`config.mk`:
```
export PLATFORM = sky130hd
export DESIGN_NAME = dir_entry_buffer
export DESIGN_NICKNAME = d
export VERILOG_FILES = /design/src/rtl/dbc_pkg.sv /design/src/rtl/dbc_datapath.sv /design/src/rtl/dbc_control.sv /design/src/rtl/dir_entry_buffer.sv
export SDC_FILE = /design/constraint.sdc
export NUM_CORES = 2
export LEC_CHECK = 0
export BUFFER_PORTS_ARGS = -buffer_cell sky130_fd_sc_hd__buf_2
export CELL_PAD_IN_SITES_DETAIL_PLACEMENT = 2
export CELL_PAD_IN_SITES_GLOBAL_PLACEMENT = 2
export CORE_MARGIN = 4
export CORE_UTILIZATION = 33
export CTS_BUF_LIST = sky130_fd_sc_hd__clkbuf_8 sky130_fd_sc_hd__clkbuf_16
export DETAILED_ROUTE_END_ITERATION = 7
export GPL_TIMING_DRIVEN = 0
export PLACE_DENSITY = 0.66
export SETUP_SLACK_MARGIN = 0.3
export SLEW_MARGIN = 5
export SYNTH_ARGS = -nofsm -noshare
export SYNTH_HDL_FRONTEND = slang
export SYNTH_SLANG_ARGS = --single-unit
```
`constraint.sdc`:
```
create_clock -name clk -period 5 [get_ports clk]
set_input_delay 0 -clock clk [delete_from_list [all_inputs] [get_ports clk]]
set_output_delay 0 -clock clk [all_outputs]
set_load 0.02 [all_outputs]
```
`src/rtl/dbc_pkg.sv`:
```
package dbc_pkg;
  localparam int NODES   = 4;
  localparam int WAYS    = 4;
  localparam int WAY_W   = $clog2(WAYS);
  localparam int GROUP_W = 4;
  localparam int GROUP   = 1 << GROUP_W;

  typedef struct packed {
    logic             rws;
    logic [NODES-1:0] sharers;
    logic [1:0]       state;
  } dirEntry_t;

  localparam int ENTRY_W = $bits(dirEntry_t);

  typedef enum logic [2:0] {ST_IDLE, ST_REQ, ST_WAIT, ST_INST, ST_RESP} fillState_t;

  typedef struct packed {
    logic               touchHit;
    logic               capture;
    logic               install;
    logic [GROUP_W-1:0] insIdx;
    logic               respond;
    logic               wrUpdate;
  } dpCtrl_t;
endpackage

```
`src/rtl/dbc_datapath.sv`:
```
module dbc_datapath
  import dbc_pkg::*;
#(
  parameter int ADDR_W = 12,
  parameter int SET_W  = 4
) (
  input  logic                     clk,
  input  logic                     rstN,
  input  dpCtrl_t                  ctrl,
  input  logic [ADDR_W-1:0]        lkAddr,
  input  logic [ADDR_W-1:0]        pendAddr,
  input  logic [ADDR_W-1:0]        wrAddr,
  input  dirEntry_t                wrEntry,
  input  logic [GROUP*ENTRY_W-1:0] fillData,
  output logic                     lkHit,
  output dirEntry_t                rspEntry
);
  localparam int SETS  = 1 << SET_W;
  localparam int TAG_W = ADDR_W - SET_W;
  localparam int HI_LO = SET_W + 2;

  logic [TAG_W-1:0] tagQ   [SETS][WAYS];
  dirEntry_t        dataQ  [SETS][WAYS];
  logic [WAYS-1:0]  validQ [SETS];
  logic [2:0]       plruQ  [SETS];
  logic [GROUP*ENTRY_W-1:0] burstQ;
  dirEntry_t        rspEntryQ;

  function automatic logic [WAY_W-1:0] enc(input logic [WAYS-1:0] m);
    return m[0] ? 2'd0 : m[1] ? 2'd1 : m[2] ? 2'd2 : 2'd3;
  endfunction
  function automatic logic [WAY_W-1:0] victimOf(input logic [2:0] p);
    return p[0] ? (p[2] ? 2'd3 : 2'd2) : (p[1] ? 2'd1 : 2'd0);
  endfunction
  function automatic logic [2:0] touchMru(input logic [2:0] p, input logic [WAY_W-1:0] w);
    logic [2:0] n = p;
    if (!w[1]) begin n[0] = 1'b1; n[1] = (w == 2'd0); end
    else       begin n[0] = 1'b0; n[2] = (w == 2'd2); end
    return n;
  endfunction
  function automatic logic [2:0] markLru(input logic [2:0] p, input logic [WAY_W-1:0] w);
    logic [2:0] n = p;
    if (!w[1]) begin n[0] = 1'b0; n[1] = (w == 2'd1); end
    else       begin n[0] = 1'b1; n[2] = (w == 2'd3); end
    return n;
  endfunction

  logic [ADDR_W-1:0] insAddr;
  assign insAddr = {pendAddr[ADDR_W-1:GROUP_W], ctrl.insIdx};

  logic [SET_W-1:0] lkSet, wrSet, insSet;
  logic [TAG_W-1:0] lkTag, wrTag, insTag;
  assign lkSet  = lkAddr[SET_W+1:2];
  assign wrSet  = wrAddr[SET_W+1:2];
  assign insSet = insAddr[SET_W+1:2];
  assign lkTag  = {lkAddr[ADDR_W-1:HI_LO], lkAddr[1:0]};
  assign wrTag  = {wrAddr[ADDR_W-1:HI_LO], wrAddr[1:0]};
  assign insTag = {insAddr[ADDR_W-1:HI_LO], insAddr[1:0]};

  logic [WAYS-1:0] lkMatch, wrMatch, insMatch;
  for (genvar w = 0; w < WAYS; w++) begin : g_cmp
    assign lkMatch[w]  = validQ[lkSet][w]  && (tagQ[lkSet][w]  == lkTag);
    assign wrMatch[w]  = validQ[wrSet][w]  && (tagQ[wrSet][w]  == wrTag);
    assign insMatch[w] = validQ[insSet][w] && (tagQ[insSet][w] == insTag);
  end

  logic [WAY_W-1:0] lkWay, wrWay, insWay;
  logic             insPresent, insDemand;
  dirEntry_t        insData, demandData;
  always_comb begin
    lkWay      = enc(lkMatch);
    wrWay      = enc(wrMatch);
    insPresent = |insMatch;
    insDemand  = (ctrl.insIdx == pendAddr[GROUP_W-1:0]);
    if (insPresent)              insWay = enc(insMatch);
    else if (~&validQ[insSet])   insWay = enc(~validQ[insSet]);
    else                         insWay = victimOf(plruQ[insSet]);
    insData    = burstQ[int'(ctrl.insIdx)*ENTRY_W +: ENTRY_W];
    demandData = burstQ[int'(pendAddr[GROUP_W-1:0])*ENTRY_W +: ENTRY_W];
  end

  assign lkHit    = |lkMatch;
  assign rspEntry = rspEntryQ;

  always_ff @(posedge clk or negedge rstN) begin
    if (!rstN) begin
      for (int s = 0; s < SETS; s++) begin
        validQ[s] <= '0;
        plruQ[s]  <= '0;
        for (int w = 0; w < WAYS; w++) begin
          tagQ[s][w]  <= '0;
          dataQ[s][w] <= '0;
        end
      end
      burstQ    <= '0;
      rspEntryQ <= '0;
    end else begin
      if (ctrl.touchHit) begin
        plruQ[lkSet] <= touchMru(plruQ[lkSet], lkWay);
        rspEntryQ    <= dataQ[lkSet][lkWay];
      end
      if (ctrl.wrUpdate && |wrMatch) dataQ[wrSet][wrWay] <= wrEntry;
      if (ctrl.capture) burstQ <= fillData;
      if (ctrl.install) begin
        if (insDemand)        plruQ[insSet] <= touchMru(plruQ[insSet], insWay);
        else if (!insPresent) plruQ[insSet] <= markLru(plruQ[insSet], insWay);
        if (!insPresent) begin
          validQ[insSet][insWay] <= 1'b1;
          tagQ[insSet][insWay]   <= insTag;
          dataQ[insSet][insWay]  <= insData;
        end
      end
      if (ctrl.respond) rspEntryQ <= demandData;
    end
  end

  // a tag is never buffered twice in one set
  a_r6_single_match: assert property (@(posedge clk) disable iff (!rstN) $onehot0(lkMatch));

  // a neighbour that evicted must be the next victim of its set
  logic             lruChkQ;
  logic [SET_W-1:0] lruSetQ;
  logic [WAY_W-1:0] lruWayQ;
  always_ff @(posedge clk or negedge rstN) begin
    if (!rstN) begin
      lruChkQ <= 1'b0; lruSetQ <= '0; lruWayQ <= '0;
    end else begin
      lruChkQ <= ctrl.install && !insDemand && !insPresent && (&validQ[insSet]);
      lruSetQ <= insSet;
      lruWayQ <= insWay;
    end
  end
  a_r7_neighbour_is_victim: assert property (@(posedge clk) disable iff (!rstN)
    lruChkQ |-> (victimOf(plruQ[lruSetQ]) == lruWayQ));
endmodule

```
`src/rtl/dbc_control.sv`:
```
module dbc_control
  import dbc_pkg::*;
#(
  parameter int ADDR_W = 12,
  parameter int CNT_W  = 16
) (
  input  logic                  clk,
  input  logic                  rstN,
  input  logic                  lkValid,
  input  logic [ADDR_W-1:0]     lkAddr,
  input  logic                  lkHit,
  output logic                  lkReady,
  output logic                  rspValid,
  output logic                  rspHit,
  input  logic                  wrValid,
  output logic                  wrReady,
  output logic                  bsWrValid,
  input  logic                  bsWrReady,
  output logic                  fillReqValid,
  output logic [ADDR_W-GROUP_W-1:0] fillReqAddr,
  input  logic                  fillReqReady,
  input  logic                  fillRspValid,
  output logic [ADDR_W-1:0]     pendAddr,
  output dpCtrl_t               ctrl,
  output logic [CNT_W-1:0]      hitCount,
  output logic [CNT_W-1:0]      missCount
);
  fillState_t         stateQ;
  logic [ADDR_W-1:0]  pendAddrQ;
  logic [GROUP_W-1:0] idxQ;
  logic [CNT_W-1:0]   hitQ, missQ;
  logic               rspValidQ, rspHitQ;
  logic               accept;

  always_comb begin
    lkReady       = (stateQ == ST_IDLE);
    accept        = lkValid && lkReady;
    ctrl          = '0;
    ctrl.touchHit = accept && lkHit;
    ctrl.capture  = (stateQ == ST_WAIT) && fillRspValid;
    ctrl.install  = (stateQ == ST_INST);
    ctrl.insIdx   = idxQ;
    ctrl.respond  = (stateQ == ST_RESP);
    ctrl.wrUpdate = wrValid && lkReady && bsWrReady;
  end

  assign fillReqValid = (stateQ == ST_REQ);
  assign fillReqAddr  = pendAddrQ[ADDR_W-1:GROUP_W];
  assign bsWrValid    = wrValid && lkReady;
  assign wrReady      = bsWrReady && lkReady;
  assign pendAddr     = pendAddrQ;
  assign rspValid     = rspValidQ;
  assign rspHit       = rspHitQ;
  assign hitCount     = hitQ;
  assign missCount    = missQ;

  always_ff @(posedge clk or negedge rstN) begin
    if (!rstN) begin
      stateQ <= ST_IDLE; pendAddrQ <= '0; idxQ <= '0;
      hitQ <= '0; missQ <= '0; rspValidQ <= 1'b0; rspHitQ <= 1'b0;
    end else begin
      rspValidQ <= ctrl.touchHit || ctrl.respond;
      rspHitQ   <= ctrl.touchHit;
      unique case (stateQ)
        ST_IDLE: if (accept) begin
          if (lkHit) hitQ <= hitQ + 1'b1;
          else begin
            missQ     <= missQ + 1'b1;
            pendAddrQ <= lkAddr;
            stateQ    <= ST_REQ;
          end
        end
        ST_REQ:  if (fillReqReady) stateQ <= ST_WAIT;
        ST_WAIT: if (fillRspValid) begin idxQ <= '0; stateQ <= ST_INST; end
        ST_INST: begin
          idxQ <= idxQ + 1'b1;
          if (idxQ == GROUP_W'(GROUP-1)) stateQ <= ST_RESP;
        end
        ST_RESP: stateQ <= ST_IDLE;
        default: stateQ <= ST_IDLE;
      endcase
    end
  end

  // a hit answers on the next cycle
  a_r2_hit_next_cycle: assert property (@(posedge clk) disable iff (!rstN)
    (lkValid && lkReady && lkHit) |=> (rspValid && rspHit));
  // the lookup port stays closed while a group read is pending
  a_r3_stall_on_fill: assert property (@(posedge clk) disable iff (!rstN)
    fillReqValid |-> !lkReady);
  // the request and its address hold until taken
  a_r3_req_hold: assert property (@(posedge clk) disable iff (!rstN)
    (fillReqValid && !fillReqReady) |=> (fillReqValid && $stable(fillReqAddr)));
  // each new group read follows one counted miss
  a_r10_miss_counted: assert property (@(posedge clk) disable iff (!rstN)
    $rose(fillReqValid) |-> (missCount == $past(missCount) + CNT_W'(1)));
endmodule

```
`src/rtl/dir_entry_buffer.sv`:
```
module dir_entry_buffer
  import dbc_pkg::*;
#(
  parameter int ADDR_W = 12,
  parameter int SET_W  = 4,
  parameter int CNT_W  = 16
) (
  input  logic                          clk,
  input  logic                          rstN,
  input  logic                          lkValid,
  input  logic [ADDR_W-1:0]             lkAddr,
  output logic                          lkReady,
  output logic                          rspValid,
  output logic                          rspHit,
  output logic [ENTRY_W-1:0]            rspEntry,
  input  logic                          wrValid,
  input  logic [ADDR_W-1:0]             wrAddr,
  input  logic [ENTRY_W-1:0]            wrEntry,
  output logic                          wrReady,
  output logic                          bsWrValid,
  output logic [ADDR_W-1:0]             bsWrAddr,
  output logic [ENTRY_W-1:0]            bsWrEntry,
  input  logic                          bsWrReady,
  output logic                          fillReqValid,
  output logic [ADDR_W-GROUP_W-1:0]     fillReqAddr,
  input  logic                          fillReqReady,
  input  logic                          fillRspValid,
  input  logic [GROUP*ENTRY_W-1:0]      fillData,
  output logic [CNT_W-1:0]              hitCount,
  output logic [CNT_W-1:0]              missCount
);
  dpCtrl_t           ctrl;
  logic              lkHit;
  logic [ADDR_W-1:0] pendAddr;
  dirEntry_t         rspEntryS;

  assign bsWrAddr  = wrAddr;
  assign bsWrEntry = wrEntry;
  assign rspEntry  = rspEntryS;

  dbc_control #(.ADDR_W(ADDR_W), .CNT_W(CNT_W)) u_ctrl (
    .clk, .rstN, .lkValid, .lkAddr, .lkHit, .lkReady, .rspValid, .rspHit,
    .wrValid, .wrReady, .bsWrValid, .bsWrReady, .fillReqValid, .fillReqAddr,
    .fillReqReady, .fillRspValid, .pendAddr, .ctrl, .hitCount, .missCount
  );

  dbc_datapath #(.ADDR_W(ADDR_W), .SET_W(SET_W)) u_dp (
    .clk, .rstN, .ctrl, .lkAddr, .pendAddr, .wrAddr,
    .wrEntry(dirEntry_t'(wrEntry)), .fillData, .lkHit, .rspEntry(rspEntryS)
  );
endmodule

```
==> metrics <==
number of enable-type register cells in the synthesized netlist 0; slew margin rel. 0.172%; nets 6194; most frequent cell on the critical path buf_2; time the final worst path needs with I/O delays and setup 4.94 ns; top cells by area in the synthesized netlist dfrtp_1 42%, mux4_2 19%, mux2i_1 15%, mux2_2 10%, buf_4 1.2%; via count of the routed design 58.2k; antenna violations before repair 35; Inserted Clock Buffers 156; clock sinks 1244; Async SR Flop Fraction 100%; clock transition time at the flip-flop clock pins of the worst setup and hold paths 0.06 ns; via density per instance 6.35; internal power consumption 0.0323 W; logic gate share of total power 50.3%; Synth warnings 0; clock latency on the worst-skew pair 0.85 ns; most frequent cells in the layout 1243 x dfrtp_1, 1141 x mux2i_1, 675 x mux2_2; distinct cell type count after synthesis 87; number of global-route vias before repair 62.1k; slew at the pin with the worst max-slew slack 1.50 ns; share of power burned in registers 29.4%; switching power of the nets 0.0264 W; global-route usage over all layers 32.7%; maximum number of pins on one net before global-route repair 151; CTS HTree Levels 4; width of the die 483 um; type of the tightest min-delay check input port to register; master cell of the clock root buffer clkbuf_16; r2r setup slk 0.16 ns; total power divided by cell area 651 mW/mm2; Crit Reg-Reg Endpoint u_dp.tagQ[29]; placed standard-cell area 0.0797 mm2; Max Clk Rate 0.202 GHz; number of cells on the worst reg-to-reg path 14; drt total wl 386 mm; antenna viol nets, final 0; hold-critical path endpoint u_ctrl.pendAddr[10]; failing checks capacitance limit; sort of element at the start of the critical path input port; maximum count of clock buffers along a single path 3; Critical Path AT 5.61 ns; Final Wtd Congestion 1.04; Final Hold Fails 0; IO Port Bufs 198; critical-path maximum fanout 10; share of the synthesized area in the top cell type 41.9%; switching share of power 45.0%; kind of cell adding the most delay to the critical path buffers and inverters; setup repair after global routing missed its margin true; part of the Yosys area used for sequential elements 41.9%; dpl hpwl 266 mm; number of buffers and inverters on the critical path 6; critical-path cell list buf_2 -> buf_2 -> buf_2 -> clkbuf_2 -> mux4_2 -> nand4_1 -> buf_2 -> nand3_2 -> buf_2 -> nor2_2 -> mux2i_1 -> mux2i_1; post-route cell area 0.0902 mm2; # setup viols final 0; initial core utilization 33.3%; crit path capture type register; relative contribution of the clock network to total power 20.3%; synth-to-layout area growth 21.3%; iteration-0 DRC count of the detailed router 6417; chip height 483 um; total standard cell area after synthesis 0.0743 mm2; TritonCTS clock tree done; DR pass1 iterations 5; Syn Inst Count 5325; Critical R2R Launch u_ctrl.pendAddr[4]; final cell utilization of the core 40.4%; Final period util 98.8%; largest stage delay on the critical path 0.81 ns; Data required, critical path 5.67 ns; total congestion overflow after global routing 0; Rows 173; die area 0.233 mm2; worst hold start lkAddr[10]; count of pins over their slew limit 0; Synth area leader dfrtp_1; number of max-capacitance violations reported 1; syn_area_per_cell 14.0 um2; kind of critical path input port to register; clock skew 0.0401 ns; run status complete, but fails checks; net count of the mapped netlist 5478; main flop type after synthesis dfrtp_1; Min-Delay Path Depth 2; most common cell after layout, fill and taps aside dfrtp_1; global-route wire length before repair 529 mm; layout cells sized above 1 40.2%; Max VDD drop 0.317 mV; worst-path cell with the longest stage delay buf_2; # DRC 0; Wirelength per Cell 42.1 um; number of top-level pins 222; core area 0.223 mm2; number of synthesized register bits 1244; LEAKAGE 39.1 nW
## through the flow
step	setup slack, ns	TNS [ns]	instances	hold slack (ns)	total power [W]
after floorplan	1.16	0	5325	-0.296	0.0313
after global placement	-25.61	-	8498	0.221	0.0418
after detailed placement	-2.51	-2178.45	8522	-0.0142	0.0430
after CTS	0.146	0	9108	0.0119	0.0568
after global routing	0.203	0	9147	0.0495	0.0601
final	0.0590	0	9162	0.0691	0.0587
## cell usage after synthesis, types with 13 or more instances
| master | number |
|---|---|
| a22o_1 | 24 |
| nand3_2 | 13 |
| nand2_1 | 146 |
| buf_2 | 106 |
| dfrtp_1 | 1244 |
| nor2b_1 | 21 |
| buf_4 | 120 |
| clkbuf_1 | 228 |
| nor2_1 | 92 |
| mux2_2 | 675 |
| xor2_1 | 44 |
| and2_1 | 14 |
| nand2b_1 | 65 |
| or2_2 | 51 |
| o21ai_0 | 36 |
| inv_1 | 30 |
| nor4_1 | 17 |
| and3_1 | 13 |
| nand4_1 | 18 |
| buf_1 | 50 |
| nand3_1 | 38 |
| a21oi_1 | 30 |
| nor3_1 | 34 |
| mux2i_1 | 1151 |
| buf_6 | 26 |
| o2bb2ai_1 | 18 |
| nor2_2 | 40 |
| mux4_2 | 627 |
| xnor2_1 | 96 |
| a221oi_1 | 18 |
| a32oi_1 | 16 |
| a22oi_1 | 58 |
## worst register-to-register path, stage by stage (launching register included)
cell and delay, ns:
dfrtp_1 0.50, inv_1 0.55, clkdlybuf4s15_1 0.97, o32ai_1 0.23, nand3b_1 0.21, nor3_1 0.23
nand4_1 0.18, buf_12 0.21, nand4_1 0.10, buf_4 0.16, nand2b_4 0.26, nand2b_1 0.15
buf_2 0.33, buf_6 0.28, mux2_2 0.37
## power groups by stage
stage          Clock, W  Combinational, W  Sequential (W)
3_5_place_dp          0            0.0261          0.0169
5_1_grt          0.0125            0.0301          0.0175
3_3_place_gp          0            0.0251          0.0167
4_1_cts          0.0120            0.0280          0.0169
6_report         0.0119            0.0295          0.0172
2_1_floorplan         0            0.0157          0.0156
## cells by family (layout without fill, tap and decap cells)
family / Yosys count / in the layout / share of synthesized area [%]
mux: 2464 / 2464 / 44.9
simple gates: 605 / 606 / 4.42
fa+ha+maj: 3 / 3 / 0.0505
buf+inv: 572 / 1412 / 4.06
flops: 1244 / 1244 / 41.9
other cells: 0 / 21 / 0
xor+xnor: 140 / 140 / 1.65
compound gates: 297 / 297 / 3.00
## repair_timing
action,4_1_cts,5_1_grt
pin swaps,55,16
hold buffers,232,0
setup buffers,69,32
resized for setup,435,122
endpoints found under the setup margin,1126,785
endpoints found under the hold margin,498,0
gates cloned,2,1
## flip-flops by register name, indices dropped and copies added (netlist names)
signal	count
u_ctrl.idxQ	4
u_ctrl.stateQ	3
u_dp.burstQ	112
u_dp.plruQ	48
u_ctrl.rspValid	1
u_dp.rspEntry	7
u_ctrl.hitCount	16
u_ctrl.rspHit	1
u_dp.validQ	64
u_ctrl.pendAddr	12
u_ctrl.missCount	16
u_dp.dataQ	448
u_dp.tagQ	512
## worst max-delay path by stage
stage | start | end | slack, ns | cells after the start
finish | wrAddr[5] | u_dp.dataQ[265] | 0.06 | 12
global route | wrAddr[2] | u_dp.dataQ[232] | 0.20 | 17
CTS | lkAddr[5] | u_ctrl.pendAddr[11] | 0.15 | 16
detailed placement | u_ctrl.pendAddr[5] | u_dp.tagQ[165] | -2.51 | 14
global placement | rstN | u_dp.dataQ[246] | -25.61 | 1
floorplan | u_ctrl.idxQ[2] | u_dp.tagQ[485] | 1.16 | 14
## layout make-up
class | instances | area, um2
Antenna cell | 21 | 52.6
Buffer | 538 | 3960
Clock buffer | 203 | 4600
Clock inverter | 80 | 654
Fill cell | 22000 | 133000
Inverter | 34 | 136
Multi-Input combinational cell | 3510 | 41100
Sequential cell | 1244 | 31100
Tap cell | 2975 | 3720
Timing Repair Buffer | 557 | 4780
## routing by layer
layer,share of wire (%),track usage (%),vias to the layer above
met5,0.024,0,-
met4,6.9,18.1,14
met3,9.0,8.78,1054
met2,45,50.6,3338
met1,39,41.5,32000
li1,-,-,21800
No activity file was read; power rests on OpenSTA's default activity.
